--- config.mk ---
export PLATFORM = sky130hd
export DESIGN_NAME = spi_regif
export DESIGN_NICKNAME = d
export VERILOG_FILES = /design/src/rtl/spi_regif_pkg.sv /design/src/rtl/spi_regif_sync.sv /design/src/rtl/spi_regif_shift.sv /design/src/rtl/spi_regif_ctrl.sv /design/src/rtl/spi_regif_regbank.sv /design/src/rtl/spi_regif.sv
export SDC_FILE = /design/constraint.sdc
export NUM_CORES = 1
export LEC_CHECK = 0
export BUFFER_PORTS_ARGS = -buffer_cell sky130_fd_sc_hd__buf_2
export CAP_MARGIN = 20
export CORE_MARGIN = 2
export CORE_UTILIZATION = 33
export CTS_CLUSTER_SIZE = 25
export DETAILED_ROUTE_END_ITERATION = 7
export PLACE_DENSITY = 0.43
export SLEW_MARGIN = 20
export SYNTH_ARGS = -nofsm -noshare
export SYNTH_HDL_FRONTEND = slang
export SYNTH_SLANG_ARGS = --single-unit
--- constraint.sdc ---
create_clock -name clk_i -period 8.2 [get_ports clk_i]
set_clock_uncertainty 0.05 [all_clocks]
set_input_delay 1.23 -clock clk_i [delete_from_list [all_inputs] [get_ports clk_i]]
set_output_delay 1.23 -clock clk_i [all_outputs]
set_load 0.02 [all_outputs]
--- src/rtl/spi_regif_pkg.sv ---
package spi_regif_pkg;
  localparam int BYTE_W = 8;
  localparam int ADDR_W = 5;
  localparam int BCNT_W = $clog2(BYTE_W);

  typedef enum logic [1:0] {
    ST_CMD = 2'd0,
    ST_WR  = 2'd1,
    ST_RD  = 2'd2,
    ST_IGN = 2'd3
  } regif_state_e;

  typedef struct packed {
    logic              rd;
    logic [1:0]        sub;
    logic [ADDR_W-1:0] addr;
  } regif_cmd_t;
endpackage

--- src/rtl/spi_regif_sync.sv ---
module spi_regif_sync #(
  parameter int               WIDTH   = 3,
  parameter int               STAGES  = 2,
  parameter logic [WIDTH-1:0] RST_VAL = '0
) (
  input  logic             clk_i,
  input  logic             rst_ni,
  input  logic [WIDTH-1:0] d_i,
  output logic [WIDTH-1:0] q_o
);
  logic [WIDTH-1:0] stage_q [STAGES];

  for (genvar s = 0; s < STAGES; s++) begin : g_stage
    if (s == 0) begin : g_first
      always_ff @(posedge clk_i or negedge rst_ni) begin
        if (!rst_ni) stage_q[0] <= RST_VAL;
        else         stage_q[0] <= d_i;
      end
    end else begin : g_next
      always_ff @(posedge clk_i or negedge rst_ni) begin
        if (!rst_ni) stage_q[s] <= RST_VAL;
        else         stage_q[s] <= stage_q[s-1];
      end
    end
  end

  assign q_o = stage_q[STAGES-1];
endmodule

--- src/rtl/spi_regif_shift.sv ---
module spi_regif_shift
  import spi_regif_pkg::*;
(
  input  logic              clk_i,
  input  logic              rst_ni,
  input  logic              active_i,
  input  logic              rise_i,
  input  logic              fall_i,
  input  logic              sdi_i,
  input  logic              load_i,
  input  logic [BYTE_W-1:0] load_data_i,
  input  logic              tx_en_i,
  output logic              byte_done_o,
  output logic [BYTE_W-1:0] rx_byte_o,
  output logic [BCNT_W-1:0] bit_cnt_o,
  output logic              sdo_o
);
  localparam logic [BCNT_W-1:0] LAST_BIT = BCNT_W'(BYTE_W - 1);

  logic [BCNT_W-1:0] bit_cnt_q;
  logic [BYTE_W-2:0] rx_q;
  logic [BYTE_W-1:0] tx_q;
  logic              sdo_q;

  // byte completes on the eighth rising edge; last bit taken straight from the pin
  assign byte_done_o = rise_i && (bit_cnt_q == LAST_BIT);
  assign rx_byte_o   = {rx_q, sdi_i};
  assign bit_cnt_o   = bit_cnt_q;
  assign sdo_o       = sdo_q;

  always_ff @(posedge clk_i or negedge rst_ni) begin
    if (!rst_ni) begin
      bit_cnt_q <= '0;
      rx_q      <= '0;
      tx_q      <= '0;
      sdo_q     <= 1'b0;
    end else if (!active_i) begin
      bit_cnt_q <= '0;
      rx_q      <= '0;
      tx_q      <= '0;
      sdo_q     <= 1'b0;
    end else begin
      if (rise_i) begin
        bit_cnt_q <= bit_cnt_q + 1'b1;
        rx_q      <= {rx_q[BYTE_W-3:0], sdi_i};
      end
      if (load_i) begin
        tx_q <= load_data_i;
      end else if (fall_i) begin
        tx_q <= {tx_q[BYTE_W-2:0], 1'b0};
      end
      if (fall_i) begin
        sdo_q <= tx_en_i ? tx_q[BYTE_W-1] : 1'b0;
      end
    end
  end
endmodule

--- src/rtl/spi_regif_ctrl.sv ---
module spi_regif_ctrl
  import spi_regif_pkg::*;
#(
  parameter int         NUM_REGS = 28,
  parameter logic [1:0] SUB_ID   = 2'b01
) (
  input  logic              clk_i,
  input  logic              rst_ni,
  input  logic              active_i,
  input  logic              byte_done_i,
  input  logic [BYTE_W-1:0] rx_byte_i,
  output regif_state_e      state_o,
  output logic [ADDR_W-1:0] addr_o,
  output logic              wr_en_o,
  output logic [ADDR_W-1:0] wr_addr_o,
  output logic [BYTE_W-1:0] wr_data_o,
  output logic [ADDR_W-1:0] rd_addr_o,
  output logic              load_o,
  output logic              tx_en_o
);
  localparam logic [ADDR_W-1:0] LAST_ADDR = ADDR_W'(NUM_REGS - 1);

  regif_state_e      state_q;
  logic [ADDR_W-1:0] addr_q;
  regif_cmd_t        cmd;
  logic              cmd_ok;
  logic [ADDR_W-1:0] addr_nxt;

  function automatic logic [ADDR_W-1:0] step_addr(input logic [ADDR_W-1:0] a);
    return (a >= LAST_ADDR) ? '0 : a + 1'b1;
  endfunction

  assign cmd      = regif_cmd_t'(rx_byte_i);
  assign cmd_ok   = (cmd.sub == SUB_ID);
  assign addr_nxt = step_addr(addr_q);

  always_comb begin
    wr_en_o   = byte_done_i && (state_q == ST_WR);
    wr_addr_o = addr_q;
    wr_data_o = rx_byte_i;
    rd_addr_o = (state_q == ST_CMD) ? cmd.addr : addr_nxt;
    load_o    = byte_done_i &&
                (((state_q == ST_CMD) && cmd_ok && cmd.rd) || (state_q == ST_RD));
    tx_en_o   = (state_q == ST_RD);
  end

  always_ff @(posedge clk_i or negedge rst_ni) begin
    if (!rst_ni) begin
      state_q <= ST_CMD;
      addr_q  <= '0;
    end else if (!active_i) begin
      state_q <= ST_CMD;
      addr_q  <= '0;
    end else if (byte_done_i) begin
      unique case (state_q)
        ST_CMD: begin
          if (cmd_ok) begin
            state_q <= cmd.rd ? ST_RD : ST_WR;
            addr_q  <= cmd.addr;
          end else begin
            state_q <= ST_IGN;
          end
        end
        ST_WR, ST_RD: addr_q <= addr_nxt;
        default: ;
      endcase
    end
  end

  assign state_o = state_q;
  assign addr_o  = addr_q;
endmodule

--- src/rtl/spi_regif_regbank.sv ---
module spi_regif_regbank
  import spi_regif_pkg::*;
#(
  parameter int                NUM_REGS = 28,
  parameter logic [BYTE_W-1:0] RST_VAL  = '0
) (
  input  logic              clk_i,
  input  logic              rst_ni,
  input  logic              wr_en_i,
  input  logic [ADDR_W-1:0] wr_addr_i,
  input  logic [BYTE_W-1:0] wr_data_i,
  input  logic [ADDR_W-1:0] rd_addr_i,
  output logic [BYTE_W-1:0] rd_data_o
);
  logic [BYTE_W-1:0] reg_q [NUM_REGS];

  for (genvar i = 0; i < NUM_REGS; i++) begin : g_reg
    always_ff @(posedge clk_i or negedge rst_ni) begin
      if (!rst_ni) begin
        reg_q[i] <= RST_VAL;
      end else if (wr_en_i && (wr_addr_i == ADDR_W'(i))) begin
        reg_q[i] <= wr_data_i;
      end
    end
  end

  // addresses without a register decode to zero
  always_comb begin
    rd_data_o = '0;
    for (int i = 0; i < NUM_REGS; i++) begin
      if (rd_addr_i == ADDR_W'(i)) rd_data_o = reg_q[i];
    end
  end
endmodule

--- src/rtl/spi_regif.sv ---
module spi_regif
  import spi_regif_pkg::*;
#(
  parameter int         NUM_REGS    = 28,
  parameter logic [1:0] SUB_ID      = 2'b01,
  parameter int         SYNC_STAGES = 2
) (
  input  logic clk_i,
  input  logic rst_ni,
  input  logic cs_ni,
  input  logic sclk_i,
  input  logic sdi_i,
  output logic sdo_o
);
  logic [2:0]        pin_s;
  logic              cs_s, sclk_s, sdi_s;
  logic              sclk_d_q;
  logic              active, sclk_rise, sclk_fall;
  logic              byte_done;
  logic [BYTE_W-1:0] rx_byte;
  logic [BCNT_W-1:0] bit_cnt;
  regif_state_e      state;
  logic [ADDR_W-1:0] addr_q;
  logic              wr_en;
  logic [ADDR_W-1:0] wr_addr, rd_addr;
  logic [BYTE_W-1:0] wr_data, rd_data;
  logic              load, tx_en;

  spi_regif_sync #(
    .WIDTH  (3),
    .STAGES (SYNC_STAGES),
    .RST_VAL(3'b100)
  ) u_sync (
    .clk_i (clk_i),
    .rst_ni(rst_ni),
    .d_i   ({cs_ni, sclk_i, sdi_i}),
    .q_o   (pin_s)
  );

  assign cs_s   = pin_s[2];
  assign sclk_s = pin_s[1];
  assign sdi_s  = pin_s[0];
  assign active = ~cs_s;

  always_ff @(posedge clk_i or negedge rst_ni) begin
    if (!rst_ni) sclk_d_q <= 1'b0;
    else         sclk_d_q <= sclk_s;
  end

  assign sclk_rise = active &  sclk_s & ~sclk_d_q;
  assign sclk_fall = active & ~sclk_s &  sclk_d_q;

  spi_regif_shift u_shift (
    .clk_i      (clk_i),
    .rst_ni     (rst_ni),
    .active_i   (active),
    .rise_i     (sclk_rise),
    .fall_i     (sclk_fall),
    .sdi_i      (sdi_s),
    .load_i     (load),
    .load_data_i(rd_data),
    .tx_en_i    (tx_en),
    .byte_done_o(byte_done),
    .rx_byte_o  (rx_byte),
    .bit_cnt_o  (bit_cnt),
    .sdo_o      (sdo_o)
  );

  spi_regif_ctrl #(
    .NUM_REGS(NUM_REGS),
    .SUB_ID  (SUB_ID)
  ) u_ctrl (
    .clk_i      (clk_i),
    .rst_ni     (rst_ni),
    .active_i   (active),
    .byte_done_i(byte_done),
    .rx_byte_i  (rx_byte),
    .state_o    (state),
    .addr_o     (addr_q),
    .wr_en_o    (wr_en),
    .wr_addr_o  (wr_addr),
    .wr_data_o  (wr_data),
    .rd_addr_o  (rd_addr),
    .load_o     (load),
    .tx_en_o    (tx_en)
  );

  spi_regif_regbank #(
    .NUM_REGS(NUM_REGS)
  ) u_bank (
    .clk_i    (clk_i),
    .rst_ni   (rst_ni),
    .wr_en_i  (wr_en),
    .wr_addr_i(wr_addr),
    .wr_data_i(wr_data),
    .rd_addr_i(rd_addr),
    .rd_data_o(rd_data)
  );
endmodule

======== After elaboration in Yosys (flattened, before gate mapping) ========
Cells that the tools add are included.
W data, S select, Z words.
word-level totals
  output and inout bits ................... 1
  register bits ........................... 257
  input port bits ......................... 5
cells by class
  add/subtract/negate cells ............... 2
  order comparisons ....................... 1
  bitwise gates (word level) .............. 7
  reduce and logical (&&, ||, !) cells .... 46
  equality and inequality tests ........... 59
  muxes and demuxes ....................... 49
operators with widths
  cell                   number
  $mux W8                31
  $eq A5 B5 Y1 const B   24
  $eq A5 B4 Y1 const B   16
  $eq A5 B3 Y1 const B   8
  $logic_and A1 B1 Y1    33
  $mux W5                5
  $eq A5 B2 Y1 const B   4
  $mux W7                2
  $eq A5 B1 Y1 const B   2
  $logic_not A5 Y1       2
  $mux W2                5
  $pmux W5 S2            1
  $reduce_bool A2 Y1     4
  $mux W3                2
  $reduce_bool A3 Y1     2
  $add A5 B1 Y5 const B  1
  $ge A5 B5 Y1 const B   1
  $and A1 B1 Y1          4
  $eq A2 B1 Y1 const B   2
  $add A3 B1 Y3 const B  1
  $eq A3 B3 Y1 const B   1
  $mux W1                3
  $ne A3 B2 Y1 const B   1
  $not A1 Y1             3
  other kinds (6)        6

======== Longest topological paths before layout ========
Gate-level depths: netlist of the first run.
  word-level depth ........................ 34
  gate-level depth with buffers ........... 15
  mapped depth without buffers ............ 12

======== By module ========
A second synthesis of the first run with hierarchy kept.
second synthesis, totals
  cells, all modules ...................... 1085
  area total of the unflattened synthesis .. 13031.2 sq um
by module, submodules not included
  module             area an instance (sq um)  instances  cells each  sequential area each (sq um)
  spi_regif_regbank  11143.2                   1          917         5605.4
  spi_regif_shift    967.2                     1          75          475.5
  spi_regif_ctrl     701.9                     1          80          175.2
  spi_regif_sync     175.2                     1          9           152.6
  spi_regif          43.8                      1          4           25.0

======== Worst setup path before layout of the first run ========
OpenSTA, ideal clock, no wires.
  path kind ............................... register to register
  start ................................... reg u_ctrl.addr_q[0] (netlist: u_ctrl.addr_o[0])
  end ..................................... reg u_shift.tx_q[2]
  setup slack ............................. 4.894 ns
  cell stages (with the launch flop) ...... 15
  arrival time ............................ 3.111 ns
  path buffers ............................ 2
  cell sequence ........................... dfrtp_1 > ha_1 > buf_2 > inv_1 > nor2_1 > ha_1 > or3b_1 > o22ai_1 > and2_1 > clkbuf_1 > o21ai_0 > o221ai_1 > a31oi_1 > nor4_2 > a2111oi_2
on the way
  word-level cells in the longest chain between the ends .. 34
RTL lines
  element                                               line                     source
  from (decl)                                           spi_regif_ctrl.sv:24     logic [ADDR_W-1:0] addr_q;
  from (signal assigned)                                spi_regif_ctrl.sv:59     addr_q <= cmd.addr;
  from (signal assigned)                                spi_regif_ctrl.sv:64     ST_WR, ST_RD: addr_q <= addr_nxt;
  $add A5 B1 Y5 / $ge A5 B5 Y1 (equally long branches)  spi_regif_ctrl.sv:30     return (a >= LAST_ADDR) ? '0 : a + 1'b1;
  $mux W5 *                                             spi_regif_ctrl.sv:30
  $mux W5 *                                             spi_regif_ctrl.sv:41     rd_addr_o = (state_q == ST_CMD) ? cmd.addr : addr_nxt;
  $logic_not A5 Y1                                      spi_regif_regbank.sv:31  if (rd_addr_i == ADDR_W'(i)) rd_data_o = reg_q[i];
  $mux W8 (27 in a row)                                 spi_regif_regbank.sv:31
  $mux W8 *                                             spi_regif_regbank.sv:31
  $mux W8 *                                             spi_regif_shift.sv:47    if (load_i) begin
  $mux W8 *                                             spi_regif_shift.sv:37    end else if (!active_i) begin
  to (signal assigned)                                  spi_regif_shift.sv:48    tx_q <= load_data_i;
  to (signal assigned)                                  spi_regif_shift.sv:50    tx_q <= {tx_q[BYTE_W-2:0], 1'b0};
  to (decl)                                             spi_regif_shift.sv:22    logic [BYTE_W-1:0] tx_q;
Mark *: on every way between the ends. The rest lies on a longest branch, timed or not.
A chain may end at the register's enable or synchronous reset.

======== Worst setup path after layout of the first run ========
  start ................................... reg u_ctrl.addr_q[0] (netlist: u_ctrl.addr_o[0])
  end ..................................... reg u_shift.tx_q[1]
Same word-level chain as after synthesis.

==> results.py, run 1 <==
metrics = {
    "logic_synthesis": {
        "netlist_instances": 1087,
        "yosysTopAreaCellShare_pct": 50.30,
        "synth_edf_count": 0,
        "yosys_warnings": 0,
        "synth_area_per_cell_um2": 11.67,
        "yosysSeqAreaShare_pct": 50.72,
        "synth_top_area_cell": "dfrtp_1",
        "synth-main-ff-cell": "dfrtp_1",
        "ys_ff_latch": 257,
        "yosys.cell_types.count": 86,
        "async_flop_share_pct": 100.0,
        "yosysMostFrequentCell": "dfrtp_1",
        "yosys-top-cells-count": "255 x dfrtp_1, 211 x mux2_2, 112 x nand2_1",
        "syn_nets": 1102,
        "synth_area_leaders": "dfrtp_1 50%, mux2_2 19%, nand2_1 3.3%, a221oi_1 1.5%, o21ai_0 1.5%",
        "syn_area_um2": 12690,
    },
    "clock_tree": {
        "cts_tree": "built",
        "clk_latency_ns": 0.58,
        "cts_hold_buf": 0,
        "clk_pin_slew_ns": 0.06,
        "cts_max_path_buffers": 3,
        "cts_made_buffers": 30,
        "cts.sinks": 257,
        "htreeDepth": 1,
        "clockRootBuffer": "clkbuf_16",
        "cts_setup_buffers": 0,
        "ctsResizeCount": 0,
    },
    "sta": {
        "clock.fmax_mhz": 208.3,
        "timing.setup.tns_ns": 0,
        "maxSlewViolCount": 0,
        "hold_violations": 0,
        "fin_crit_ns": 4.800,
        "relSlewSlack_pct": 15.40,
        "setup-violations-final": 0,
        "rsz0062_at_grt": "no",
        "period_share_pct": 58.54,
        "worst_pin_slew_ns": 1.237,
    },
    "routing": {
        "drt_first_pass_iters": 5,
        "drc": 0,
        "wl_per_cell_um": 26.41,
        "drt_iter0_markers": 847,
        "viasPerCell": 5.683,
        "drtAntennaViolNets": 0,
        "wl_um": 42450,
        "dr_total_vias": 9133,
    },
    "floorplanning": {
        "core_area_um2": 37760,
        "die_w_um": 200.1,
        "die_y_um": 200.1,
        "start_util_pct": 33.60,
        "ios": 6,
        "dieArea_um2": 40030,
        "num_rows": 71,
    },
    "power_and_ir_drop": {
        "internal_power_mw": 2.134,
        "switchingPower_mw": 0.6366,
        "clock_power_share_pct": 50.9,
        "switching_share_pct": 22.97,
        "irDropWorstVdd_mv": 0.1620,
        "leakagePower_nw": 6.386,
        "total_power_mw": 2.771,
        "combPwrFrac_pct": 3.1,
        "pwr-share-seq_pct": 46.1,
        "power_density_nw_per_um2": 194.5,
    },
    "cells_and_area": {
        "fin_area_um2": 14250,
        "multiInputGateArea_um2": 5851,
        "syn_to_final_growth_pct": 12.32,
        "diodes": 0,
        "layout-drive-gt1-share_pct": 30.84,
        "nFillCells": 3669,
        "seqCellArea_um2": 6434,
        "finalNetCount": 1090,
    },
    "global_routing": {
        "grt_max_degree": 88,
        "grt.total_usage_pct": 21.81,
        "antenna_found_initial": 0,
        "grt_first_pass_wirelength_um": 63460,
        "gr-total-overflow": 0,
        "grt_pass1_vias": 8930,
    },
    "worst_setup_path": {
        "crit_path_max_fanout": 16,
        "worstPathArrival_ns": 5.15,
        "required_ns": 8.55,
        "path_class": "flip-flop to flip-flop",
        "endpoint_kind": "flip-flop",
        "startpoint_type": "flip-flop",
    },
    "status": {
        "status": "complete, no violations",
    },
    "placed_design": {
        "gp_congestion": 0.8670,
        "placed_cell_area_um2": 13210,
        "portBuffers": 5,
        "dp_hpwl_um": 27850,
    },
    "min_path": {
        "worstHoldPathType": "flip-flop to flip-flop",
    },
    "job": {
        "cap_violations": 0,
    },
}
==> layer usage <==
metal / global-route usage (%) / share of wire, % / wire, um
met4: 6.804 / 2.9 / 1252
met1: 33.30 / 49 / 20670
met2: 32.03 / 43 / 18260
met5: 0 / 0 / 0
met3: 2.655 / 5.3 / 2265
==> flip-flops by register name, summed over array words and instances (netlist names), 2 cells and up <==
signal and count:
u_bank.reg_q 224, u_shift.tx_q 8, u_shift.rx_q 7, u_ctrl.addr_o 5, u_shift.bit_cnt_o 3, u_sync.q_o 3
u_sync.stage_q 3, u_ctrl.state_o 2
==> layout make-up <==
class                      count  area share, %
clock buffer                  38          5.910
clock inverter                15          1.300
sequential                   257          45.15
multi-input combinational    738          41.06
tap                          511          4.487
inverter                      16         0.4215
timing repair buffer          32          1.668
==> worst max-delay path, cell delays in order (launching register included) <==
cell and delay [ns]:
dfrtp_1 0.73, ha_1 0.57, inv_1 0.13, nor2_1 0.13, ha_1 0.21, or3_1 0.18
a2bb2oi_4 0.56, nor3_1 0.15, buf_4 0.24, a221oi_1 0.34, nor2_1 0.08, a2111oi_0 1.04
a31oi_1 0.18
==> power groups by stage <==
| stage | Clock (mW) | Sequential, mW | Combinational, mW |
|---|---|---|---|
| CTS | 1.44 | 1.28 | 0.0864 |
| finish | 1.41 | 1.28 | 0.0846 |
| global placement | 0 | 1.30 | 0.0869 |
| detailed placement | 0 | 1.30 | 0.0860 |
| global route | 1.49 | 1.28 | 0.0930 |
| floorplan | 0 | 1.30 | 0.0383 |
==> final timing paths <==
kind                                                   start                       endpoint  slack (ns)  cells after the start
max in group asynchronous                             rst_ni  u_bank.reg_q[170]$_DFFE_PN0P_        6.10                      2
worst max-delay path            u_ctrl.addr_o[0]$_DFFE_PN0P_    u_shift.tx_q[1]$_DFFE_PN0P_        3.40                     12
worst min-delay path             u_sync.stage_q[4]$_DFF_PN0_        u_sync.q_o[1]$_DFF_PN0_        0.30                      0
min in group asynchronous                             rst_ni  u_bank.reg_q[157]$_DFFE_PN0P_        0.62                      1
worst min register to register   u_sync.stage_q[4]$_DFF_PN0_        u_sync.q_o[1]$_DFF_PN0_        0.30                      0
worst max register to register  u_ctrl.addr_o[0]$_DFFE_PN0P_    u_shift.tx_q[1]$_DFFE_PN0P_        3.40                     12
==> placed cells by master (no fill, tap or decap), drive strengths merged, types with 4 or more instances in the layout <==
master / synthesis / layout
dfrtp: 255 / 255
mux2: 211 / 211
nand2: 112 / 112
nor2: 48 / 48
o21ai: 43 / 43
clkbuf: 41 / 38
a21oi: 37 / 37
buf: 35 / 32
nor3: 30 / 30
a221oi: 26 / 26
inv: 16 / 16
a211oi: 15 / 15
a22oi: 13 / 13
a31oi: 13 / 13
o22ai: 13 / 13
nor2b: 12 / 12
mux2i: 12 / 12
nand2b: 10 / 10
ha: 10 / 10
clkinv: 0 / 10
o31ai: 9 / 9
a211o: 8 / 8
a221o: 8 / 8
nand3: 7 / 7
a2111oi: 7 / 7
a222oi: 6 / 6
nor4: 6 / 6
a2bb2oi: 6 / 6
o21a: 5 / 5
o221ai: 5 / 5
o32ai: 5 / 5
or2: 4 / 4
bufinv: 0 / 4
and2: 4 / 4
nor3b: 4 / 4
==> cell families (layout without fill, tap and decap cells) <==
logic type,count (synthesis),count (layout),synth area share (%)
xor gates and xnor gates,1,1,0.06905
adders and majority gates,10,10,0.9863
buffers and inverters,92,101,3.225
muxes,223,223,19.68
and+or+nand+nor,257,257,9.922
AOI/OAI and AO/OA,247,247,15.41
DFF,257,257,50.72
==> stage by stage <==
step | setup WS, ns | utilization [%] | cells | hold slack [ns]
CTS | 3.607 | 37.72 | 1606 | 0.3053
global placement | 3.663 | 35.00 | 1553 | 0.2883
global route | 3.333 | 37.74 | 1607 | 0.3061
finish | 3.400 | 37.74 | 1607 | 0.3031
floorplan | 4.894 | - | 1087 | 0.2812
detailed placement | 3.622 | 35.00 | 1553 | 0.2904
Power figures use the tool's default switching activity.
==> inputs of run 2 (changes only) <==
--- a/config.mk
+++ b/config.mk
@@ -11,7 +11,7 @@
 export CORE_UTILIZATION = 33
 export CTS_CLUSTER_SIZE = 25
 export DETAILED_ROUTE_END_ITERATION = 7
-export PLACE_DENSITY = 0.43
+export PLACE_DENSITY = 0.45
 export SLEW_MARGIN = 20
 export SYNTH_ARGS = -nofsm -noshare
 export SYNTH_HDL_FRONTEND = slang
==> constraint.sdc (replaced) <==
create_clock -name clk_i -period 4.3 [get_ports clk_i]
set_clock_uncertainty 0.05 [all_clocks]
set_input_delay 0.645 -clock clk_i [delete_from_list [all_inputs] [get_ports clk_i]]
set_output_delay 0.645 -clock clk_i [all_outputs]
set_load 0.02 [all_outputs]
==> run 2 against run 1 <==
- hold slack worse by 0.19 ns
- via count up 0.44%
- wire length down 3.0%
- combinational power up 96%
- flip-flop and latch count unchanged
- fmax up 15%
- sequential share of layout area down 0.67 points
- setup slack worse by 3.3 ns
- global-route usage down 0.72 points
- critical endpoint is now u_shift.tx_q[0]$_DFFE_PN0P_
- largest cell class unchanged
- largest power group unchanged
==> results.py, run 2 (same netlist as run 1, synthesis figures left out) <==
metrics = {
    "worst_setup_path": {
        "slowest_delay_ns": 0.84,
        "cp_slowest_cell": "a2111oi_0",
        "path_class": "flip-flop to flip-flop",
        "required_ns": 4.75,
        "worstPathArrival_ns": 4.63,
        "startpoint_type": "flip-flop",
        "path_cells": "ha_1 > buf_4 > a211oi_4 > o21ai_2 > a31oi_4 > nor3_1 > buf_4 > a2111oi_0 > a31oi_1 > o21ai_1",
        "cpMostUsedCell": "buf_4",
        "crit_path_max_fanout": 14,
        "endpoint_kind": "flip-flop",
    },
    "routing": {
        "dr_total_vias": 9173,
        "drc": 0,
        "drt_first_pass_iters": 5,
        "viasPerCell": 5.583,
        "wl_per_cell_um": 25.06,
        "drt_iter0_markers": 788,
        "drtAntennaViolNets": 0,
        "wl_um": 41180,
    },
    "cells_and_area": {
        "final_cells": 1643,
        "finalNetCount": 1122,
        "top_register": "u_bank.reg_q",
        "diodes": 0,
        "largest_register_ffs": 224,
        "largestRegisters": "u_bank.reg_q: 224 flops, u_shift.tx_q: 8 flops, u_shift.rx_q: 7 flops",
        "layout-drive-gt1-share_pct": 32.69,
        "mostFrequentLayoutCells": "255 x dfrtp_1, 211 x mux2_2, 112 x nand2_1",
        "layout_commonest_cell": "dfrtp_1",
        "nFillCells": 3743,
        "syn_to_final_growth_pct": 14.02,
    },
    "sta": {
        "period_share_pct": 97.27,
        "setup-violations-final": 0,
        "rsz0062_at_grt": "no",
        "relSlewSlack_pct": 33.73,
        "hold_violations": 0,
        "worst_pin_slew_ns": 0.9690,
        "fin_crit_ns": 4.183,
        "clock.fmax_mhz": 239.1,
        "timing.setup.tns_ns": 0,
        "maxSlewViolCount": 0,
    },
    "clock_tree": {
        "clk_pin_slew_ns": 0.06,
        "cts_made_buffers": 31,
        "clockRootBuffer": "clkbuf_16",
        "htreeDepth": 1,
        "cts_setup_buffers": 0,
        "cts_max_path_buffers": 3,
        "cts.sinks": 257,
        "cts_tree": "built",
        "clk_latency_ns": 0.57,
    },
    "global_routing": {
        "grt_first_pass_wirelength_um": 62200,
        "grt_max_degree": 113,
        "grt_pass1_vias": 9145,
        "gr-total-overflow": 0,
        "antenna_found_initial": 0,
        "grt.total_usage_pct": 21.08,
    },
    "floorplanning": {
        "die_y_um": 200.1,
        "ios": 6,
        "die_w_um": 200.1,
        "num_rows": 71,
        "core_area_um2": 37760,
        "start_util_pct": 33.60,
        "dieArea_um2": 40030,
    },
    "placed_design": {
        "gp_congestion": 0.8657,
        "dp_hpwl_um": 27690,
        "portBuffers": 5,
        "dp_cells": 1585,
    },
    "job": {
        "cap_violations": 0,
    },
    "power_and_ir_drop": {
        "leakagePower_nw": 6.524,
        "irDropWorstVdd_mv": 0.3318,
        "power_density_nw_per_um2": 356.7,
    },
    "min_path": {
        "worstHoldPathType": "primary input to async pin",
    },
    "status": {
        "status": "complete, no violations",
    },
}
run 2: stage by stage:
stage          power (mW)  worst slack, ns  instance area (um^2)  utilization (%)  hold slack (ns)
6_report            5.159           0.1172                 14460            38.31           0.1132
3_3_place_gp        2.651          0.01166                 13470            35.67           0.2831
4_1_cts             5.223           0.2454                 14460            38.30          0.09145
3_5_place_dp        2.651           0.2587                 13470            35.67           0.2879
2_1_floorplan       2.545           0.9944                 12690                -           0.2812
5_1_grt             5.349          0.05701                 14460            38.31           0.1029
run 2: critical path: cells and delay by family (launching register included):
| family | cells | cell delay [ns] |
|---|---|---|
| AOI/OAI and AO/OA | 6 | 2.55 |
| adders and majority gates | 1 | 0.26 |
| buffers and inverters | 2 | 0.47 |
| DFF | 1 | 0.51 |
| and+or+nand+nor | 1 | 0.27 |
run 2: area by class of cell:
| type | instances | area [um^2] | area share (%) |
|---|---|---|---|
| clock inverter | 13 | 102.6 | 0.7093 |
| multi-input combinational | 738 | 5857 | 40.49 |
| sequential | 257 | 6434 | 44.48 |
| timing repair buffer | 63 | 483.0 | 3.339 |
| clock buffer | 45 | 888.4 | 6.142 |
| tap | 511 | 639.4 | 4.420 |
| inverter | 16 | 60.06 | 0.4152 |
run 2: final timing paths:
kind                       slack (ns)  cells past startpoint                             to                         start
min in group clk_i               0.12                      1    u_sync.stage_q[5]$_DFF_PN1_                         cs_ni
max in group asynchronous        3.06                      2        u_sync.q_o[2]$_DFF_PN1_                        rst_ni
hold / removal                   0.11                      1  u_bank.reg_q[126]$_DFFE_PN0P_                        rst_ni
hold reg to reg                  0.30                      0        u_sync.q_o[0]$_DFF_PN0_   u_sync.stage_q[3]$_DFF_PN0_
setup reg to reg                 0.12                     10    u_shift.tx_q[0]$_DFFE_PN0P_  u_ctrl.addr_o[1]$_DFFE_PN0P_
setup / recovery                 0.12                     10    u_shift.tx_q[0]$_DFFE_PN0P_  u_ctrl.addr_o[1]$_DFFE_PN0P_
run 2: timing repair:
item	in CTS	in global routing
endpoints found under the setup margin	0	1
gates resized for setup	0	1
hold buffers	0	0
run 2: report_power, final:
| part | switching (mW) | internal (mW) |
|---|---|---|
| clock network | 1.07 | 1.49 |
| logic | 0.128 | 0.0386 |
| registers | 0.0129 | 2.42 |
| total | 1.21 | 3.95 |
run 2: routing by layer:
layer	track usage, %	wire length [um]	part of all wire (%)	up-vias
met5	0	0	0	-
met4	5.075	744	1.8	0
met3	3.007	2200	5.3	45
met2	32.65	18590	45	250
met1	31.09	19640	48	4787
li1	-	-	-	4091
